<file path="src/rtl/dp16_pkg.sv">
// Shared encodings for the three-bus datapath.
// Assumes: select fields arrive as plain vectors and are cast to these types.
package dp16_pkg;

    typedef enum logic [2:0] {
        ALU_PASS_A = 3'd0,
        ALU_PASS_B = 3'd1,
        ALU_ADD    = 3'd2,
        ALU_SUB    = 3'd3,
        ALU_AND    = 3'd4,
        ALU_OR     = 3'd5,
        ALU_XOR    = 3'd6,
        ALU_NOT_A  = 3'd7
    } alu_op_e;

    typedef enum logic [1:0] {
        ASRC_REG  = 2'd0,
        ASRC_PC   = 2'd1,
        ASRC_MDR  = 2'd2,
        ASRC_ZERO = 2'd3
    } a_src_e;

    typedef enum logic [1:0] {
        BMODE_REG   = 2'd0,
        BMODE_IMM   = 2'd1,
        BMODE_OFS   = 2'd2,
        BMODE_ADDR  = 2'd3
    } b_mode_e;

endpackage

</file>
<file path="src/rtl/dp16_regfile.sv">
// Register file: NREG words, two combinational read ports, one write port.
// Assumes: the write lands on the rising edge, so a same-cycle read sees old data;
// synchronous active-low reset clears every entry.
module dp16_regfile #(
    parameter int DW   = 16,
    parameter int NREG = 4,
    localparam int SW  = $clog2(NREG)
) (
    input  logic          clk,
    input  logic          rst_n,
    input  logic [SW-1:0] rd_a_sel,
    input  logic [SW-1:0] rd_b_sel,
    input  logic [SW-1:0] wr_sel,
    input  logic          wr_en,
    input  logic [DW-1:0] wr_data,
    output logic [DW-1:0] rd_a,
    output logic [DW-1:0] rd_b
);

    logic [DW-1:0] entry [NREG];

    for (genvar g = 0; g < NREG; g++) begin : g_entry
        // Purpose: one storage word, written when addressed and enabled.
        always_ff @(posedge clk) begin
            if (!rst_n)
                entry[g] <= '0;
            else if (wr_en && (wr_sel == SW'(g)))
                entry[g] <= wr_data;
        end
    end

    // Purpose: combinational read ports.
    always_comb begin
        rd_a = entry[rd_a_sel];
        rd_b = entry[rd_b_sel];
    end

endmodule

</file>
<file path="src/rtl/dp16_bmux.sv">
// B operand multiplexer: register data or an extended field of the instruction.
// Assumes: only the low AW instruction bits are needed; short fields are IW and OW bits.
module dp16_bmux #(
    parameter int DW = 16,
    parameter int AW = 12,
    parameter int IW = 5,
    parameter int OW = 9
) (
    input  logic [1:0]    mode,
    input  logic [DW-1:0] reg_val,
    input  logic [AW-1:0] ir_low,
    output logic [DW-1:0] operand
);
    import dp16_pkg::*;

    // Purpose: choose and extend the B operand.
    always_comb begin
        case (b_mode_e'(mode))
            BMODE_REG:  operand = reg_val;
            BMODE_IMM:  operand = {{(DW-IW){ir_low[IW-1]}}, ir_low[IW-1:0]};
            BMODE_OFS:  operand = {{(DW-OW){ir_low[OW-1]}}, ir_low[OW-1:0]};
            default:    operand = {{(DW-AW){1'b0}}, ir_low};
        endcase
    end

endmodule

</file>
<file path="src/rtl/dp16_alu.sv">
// Eight-function ALU; pure combinational, wraps on overflow.
// Assumes: codes follow dp16_pkg::alu_op_e.
module dp16_alu #(
    parameter int DW = 16
) (
    input  logic [2:0]    op,
    input  logic [DW-1:0] a,
    input  logic [DW-1:0] b,
    output logic [DW-1:0] y
);
    import dp16_pkg::*;

    // Purpose: compute the selected function.
    always_comb begin
        case (alu_op_e'(op))
            ALU_PASS_A: y = a;
            ALU_PASS_B: y = b;
            ALU_ADD:    y = a + b;
            ALU_SUB:    y = a - b;
            ALU_AND:    y = a & b;
            ALU_OR:     y = a | b;
            ALU_XOR:    y = a ^ b;
            default:    y = ~a;
        endcase
    end

endmodule

</file>
<file path="src/rtl/dp16_core.sv">
// Three-bus datapath top: buses A and B feed the ALU, bus C feeds every load.
// Assumes: an external controller drives all selects and loads each cycle;
// memory sits outside and is reached through mar, mdr and mem_rdata.
module dp16_core #(
    parameter int DW   = 16,
    parameter int AW   = 12,
    parameter int NREG = 4,
    parameter int IW   = 5,
    parameter int OW   = 9,
    localparam int SW  = $clog2(NREG)
) (
    input  logic          clk,
    input  logic          rst_n,
    input  logic [SW-1:0] ra_sel,
    input  logic [SW-1:0] rb_sel,
    input  logic [SW-1:0] rw_sel,
    input  logic          rf_we,
    input  logic [1:0]    a_src,
    input  logic [1:0]    b_mode,
    input  logic [2:0]    alu_op,
    input  logic          ld_status,
    input  logic          ld_pc,
    input  logic          inc_pc,
    input  logic          ld_ir,
    input  logic          ld_mar,
    input  logic          ld_mdr,
    input  logic          mdr_src,
    input  logic [DW-1:0] mem_rdata,
    output logic [DW-1:0] bus_c,
    output logic [AW-1:0] pc,
    output logic [DW-1:0] ir,
    output logic [AW-1:0] mar,
    output logic [DW-1:0] mdr,
    output logic          flag_n,
    output logic          flag_z
);
    import dp16_pkg::*;

    localparam logic [AW-1:0] PC_STEP = AW'(1);

    logic [DW-1:0] rf_a, rf_b, bus_a, bus_b;

    dp16_regfile #(.DW(DW), .NREG(NREG)) u_rf (
        .clk      (clk),
        .rst_n    (rst_n),
        .rd_a_sel (ra_sel),
        .rd_b_sel (rb_sel),
        .wr_sel   (rw_sel),
        .wr_en    (rf_we),
        .wr_data  (bus_c),
        .rd_a     (rf_a),
        .rd_b     (rf_b)
    );

    // Purpose: bus A source selection.
    always_comb begin
        case (a_src_e'(a_src))
            ASRC_REG:  bus_a = rf_a;
            ASRC_PC:   bus_a = {{(DW-AW){1'b0}}, pc};
            ASRC_MDR:  bus_a = mdr;
            default:   bus_a = '0;
        endcase
    end

    dp16_bmux #(.DW(DW), .AW(AW), .IW(IW), .OW(OW)) u_bmux (
        .mode    (b_mode),
        .reg_val (rf_b),
        .ir_low  (ir[AW-1:0]),
        .operand (bus_b)
    );

    dp16_alu #(.DW(DW)) u_alu (
        .op (alu_op),
        .a  (bus_a),
        .b  (bus_b),
        .y  (bus_c)
    );

    // Purpose: program counter, load over increment.
    always_ff @(posedge clk) begin
        if (!rst_n)      pc <= '0;
        else if (ld_pc)  pc <= bus_c[AW-1:0];
        else if (inc_pc) pc <= pc + PC_STEP;
    end

    // Purpose: instruction and memory address registers.
    always_ff @(posedge clk) begin
        if (!rst_n) begin
            ir  <= '0;
            mar <= '0;
        end else begin
            if (ld_ir)  ir  <= bus_c;
            if (ld_mar) mar <= bus_c[AW-1:0];
        end
    end

    // Purpose: memory data register from memory or bus C.
    always_ff @(posedge clk) begin
        if (!rst_n)      mdr <= '0;
        else if (ld_mdr) mdr <= mdr_src ? mem_rdata : bus_c;
    end

    // Purpose: negative and zero flags.
    always_ff @(posedge clk) begin
        if (!rst_n) begin
            flag_n <= 1'b0;
            flag_z <= 1'b0;
        end else if (ld_status) begin
            flag_n <= bus_c[DW-1];
            flag_z <= (bus_c == '0);
        end
    end

endmodule

</file>
<file path="config.mk">
export PLATFORM = sky130hd
export DESIGN_NAME = dp16_core
export DESIGN_NICKNAME = d
export VERILOG_FILES = /design/src/rtl/dp16_pkg.sv /design/src/rtl/dp16_regfile.sv /design/src/rtl/dp16_bmux.sv /design/src/rtl/dp16_alu.sv /design/src/rtl/dp16_core.sv
export SDC_FILE = /design/constraint.sdc
export NUM_CORES = 1
export LEC_CHECK = 0
export BUFFER_PORTS_ARGS = -buffer_cell sky130_fd_sc_hd__buf_2
export CAP_MARGIN = 25
export CORE_ASPECT_RATIO = 0.9
export CORE_MARGIN = 2
export CORE_UTILIZATION = 64
export DETAILED_ROUTE_END_ITERATION = 6
export GPL_TIMING_DRIVEN = 0
export PLACE_DENSITY = 0.85
export SETUP_SLACK_MARGIN = 0.1
export SYNTH_ARGS = -nofsm -noshare
export SYNTH_HDL_FRONTEND = slang
export SYNTH_HIERARCHICAL = 1
export SYNTH_SLANG_ARGS = --single-unit
</file>
<file path="constraint.sdc">
create_clock -name clk -period 18.74 [get_ports clk]
set_clock_uncertainty 0.2 [all_clocks]
set_input_delay 3.748 -clock clk [delete_from_list [all_inputs] [get_ports clk]]
set_output_delay 3.748 -clock clk [all_outputs]
set_load 0.1 [all_outputs]
</file>
==> metrics.md <==
| Metric | Value |
|---|---|
| Vias per inst | `a little under 7` |
| Share of layout cells above drive strength 1 | `between 20% and 30%` |
| Inst Count DP | `approximately 1.1k` |
| Post-layout instance area | `around 0.010 mm2` |
| Power Density | `about 110 mW/mm2` |
| WL/cell | `23.6 um` |
| Max Cap Viol | `0` |
| DRT iter0 DRCs | `1134` |
| GR Util All Layers | `38.3%` |
| Part of the cycle the worst path needs | `68.4%` |
| Crit path arrival time | `between 8 and 9 ns` |
| Clock Path Buffers | `2` |
| Setup CP Type | `input port to output pin` |
| CTS tree | `done` |
| Startpoint type of the worst setup path | `input port` |
| Clock sink total | `122` |
| Asr flop ratio synth | `0%` |
| Top_reg_cell synth | `edfxtp_1` |
| Sequential Power Share | `approximately 28%` |
| Clk root buf | `clkbuf_16` |
| Setup bufs post-CTS | `0` |
| Number of port buffers | `around 100` |
| Mean Syn Cell Area | `10.3 um2` |
| Via count | `slightly below 8k` |
| Largest delay share family, worst path | `compound AO/OA/AOI/OAI gates` |
| Initial antenna violation count | `0` |
| Post-Route WL | `between 20000 and 30000 um` |
| Area of placed instances | `between 0.009 and 0.01 mm2` |
| Post-synth EDFFs | `64` |
| Final Hold Viols | `0` |
| Net load switching power | `around 520 uW` |
| First-pass DRT Iterations | `5` |
| Post-route insts no fill | `around 1.2k` |
| Top cell type's share of synthesized area | `between 20% and 30%` |
| Die W | `~130 um` |
| Clk_lat worst skew | `0.42 ns` |
| Fill count | `918` |
| Layout overhead on the synthesized area | `16.0%` |
| Post-synthesis sequential area ratio | `between 30% and 40%` |
| Hold_buf cts | `0` |
| Worst vdd ir | `around 0.00015 V` |
| Switch share | `between 40% and 50%` |
| Cell Chain, Critical Path | `buf_2, buf_2, mux4_2, mux2_1, nor3_1, nand3_1, nor2_1, a21oi_1, xnor2_1, ha_1, a21oi_1, o21ai_0, a221o_1, a31oi_2, xnor2_1, o221ai_1, buf_2` |
| Aggregate global routing overflow | `0` |
| First-pass GRT wire length | `42000 um` |
| Synth Warn # | `6` |
| Hold Slack | `0.307 ns` |
| Logic pwr share | `around 44%` |
| Initial core utilization | `about two thirds` |
| Max incr delay on CP | `0.87 ns` |
| Crit-path most repeated cell | `buf_2` |
| Int Pwr | `approximately 640 uW` |
| Outcome | `finished clean` |
| Antenna fix cells | `0` |
| Setup_tns | `0 ns` |
| Synth area leader | `edfxtp_1` |
| IO Count | `113` |
| CP max stage cell | `o221ai_1` |
| Synth top area cells | `edfxtp_1 22%, dfxtp_1 13%, mux2i_1 8.9%, ha_1 6.9%, mux4_2 6.9%` |
| Die Height | `roughly 120 um` |
| Netlist Area Pre-Place | `roughly 0.0089 mm2` |
| Largest net degree at the start of global routing | `17` |
| Drc violations | `0` |
| Global placement routability congestion | `1.05` |
| Nets | `between 1k and 1.5k` |
| Clock-pin slew on the worst setup and hold paths | `0.05 ns` |
| Final HPWL DP | `a little over 20000 um` |
| Synth Net Count | `between 900 and 1k` |
| Tmin final | `12.82 ns` |
| Clock Power Share | `27.7%` |
| Setup violations, final | `0` |
| Slew @ Worst Pin | `approximately 1.1 ns` |
| Vias in the first global route | `approximately 7.4k` |
| H-Tree Depth | `4` |
| Fmax | `~0.078 GHz` |
| CTS Buf Count | `17` |
| Synth Register Bits | `roughly 120` |
| Buffers plus inverters on the worst setup path | `3` |
| Worst EP required | `14.79 ns` |
| Die ar. | `roughly 0.015 mm2` |
| Worst setup EP type | `output pin` |
| Routed Antenna Nets | `0` |
| Post-cts resize count | `0` |
| Max-slew violation count | `0` |
| Core Area | `around 0.013 mm2` |
| RSZ-0062 raised after global routing | `no` |
| Worst Hold Class | `register to register` |
| Num rows | `40` |
| Slew headroom | `23.9%` |
| LEAKAGE | `around 4.6 nW` |
| Mapped Cells | `860` |
| CP max FO | `10` |
| Post-synth cell types | `73` |
## logic make-up after synthesis
group           Yosys count  synth area share [%]
fa+ha+maj                50                  7.14
flops                   122                  34.8
buf+inv                  96                  5.26
xor+xnor                 29                  2.86
compound gates          190                  14.2
simple gates            248                  15.5
mux                     125                  20.2
## final cells by class
cell class / instances / area (um2) / area share, %
flip-flops and latches: 122 / 3080 / 30.0
clock inverters: 12 / 113 / 1.09
clock buffers: 20 / 478 / 4.64
repair buffers: 111 / 594 / 5.77
inverters: 43 / 161 / 1.57
multi-input cells: 642 / 5350 / 52.0
plain buffers: 53 / 305 / 2.97
well taps: 168 / 210 / 2.04
## through the flow
step                      utilization (%)  worst slack [ns]  power, mW
after floorplan                         -              4.52      0.714
after global placement               71.2              6.01      0.815
after detailed placement             72.1              6.07      0.831
after CTS                            76.5              6.07       1.15
after global routing                 76.5              5.82       1.20
final                                76.5              5.92       1.16
## Yosys cell counts (6+ instances only)
| cell type | instances |
|---|---|
| nor2_1 | 30 |
| inv_1 | 43 |
| and2_1 | 63 |
| nor2b_1 | 32 |
| nand2_1 | 63 |
| mux4_2 | 27 |
| nand3_1 | 11 |
| dfxtp_1 | 58 |
| edfxtp_1 | 64 |
| nand4_1 | 7 |
| o31ai_1 | 6 |
| clkbuf_1 | 18 |
| o21ai_0 | 57 |
| mux2i_1 | 79 |
| a21oi_1 | 34 |
| xnor2_1 | 23 |
| o211a_1 | 18 |
| ha_1 | 49 |
| o221ai_1 | 6 |
| mux4_1 | 12 |
| a31oi_1 | 16 |
| o21ai_2 | 6 |
| buf_2 | 23 |
| xor2_1 | 6 |
## routing by layer
layer  up-vias  track usage (%)  share of wire, %
li1       3462                -                 -
met1      3717             51.6                39
met2       601             59.2                44
met3        99             10.4                13
met4         0             15.9               3.9
met5         -                0                 0
## power by group through the flow
stage	logic [mW]	clock network, mW	registers, mW
after floorplan	0.290	0	0.424
after global placement	0.488	0	0.328
after detailed placement	0.503	0	0.328
after CTS	0.506	0.323	0.323
after global routing	0.540	0.332	0.327
final	0.516	0.322	0.324
## registers in the layout (all words and copies together), names as in the netlist
register,flops
flag_n,1
u_rf/entry,64
mar,12
mdr,16
flag_z,1
ir,16
pc,12
## worst paths after layout
check | start | to | slack [ns] | cells after the start
hold / removal | mdr[2] | mdr[2] | 0.31 | 1
setup reg to reg | u_rf/entry[1][1] | flag_z | 13.22 | 16
setup / recovery | rb_sel[1] | bus_c[15] | 5.92 | 17
hold reg to reg | mdr[2] | mdr[2] | 0.31 | 1
## layout by cell type, fill, tap and decap left out, types with 5 or more instances in the layout
master,instances
nand2_1,63
and2_1,63
ha_1,49
mux2i_1,79
o22ai_1,5
inv_1,43
mux4_2,27
a21oi_1,34
dfxtp_1,58
nor2b_1,32
o21ai_0,51
buf_2,126
nand4_1,7
buf_4,6
xor2_1,6
a21o_1,5
nand3_1,11
and3_1,5
o211a_1,18
xnor2_1,23
o21ai_2,10
o211ai_1,5
clkbuf_1,18
clkbuf_16,18
edfxtp_1,64
nor2_1,30
mux2_1,5
a31oi_1,16
o31ai_1,6
mux4_1,12
o221ai_1,6
buf_6,6
No activity file was read; power rests on OpenSTA's default activity.
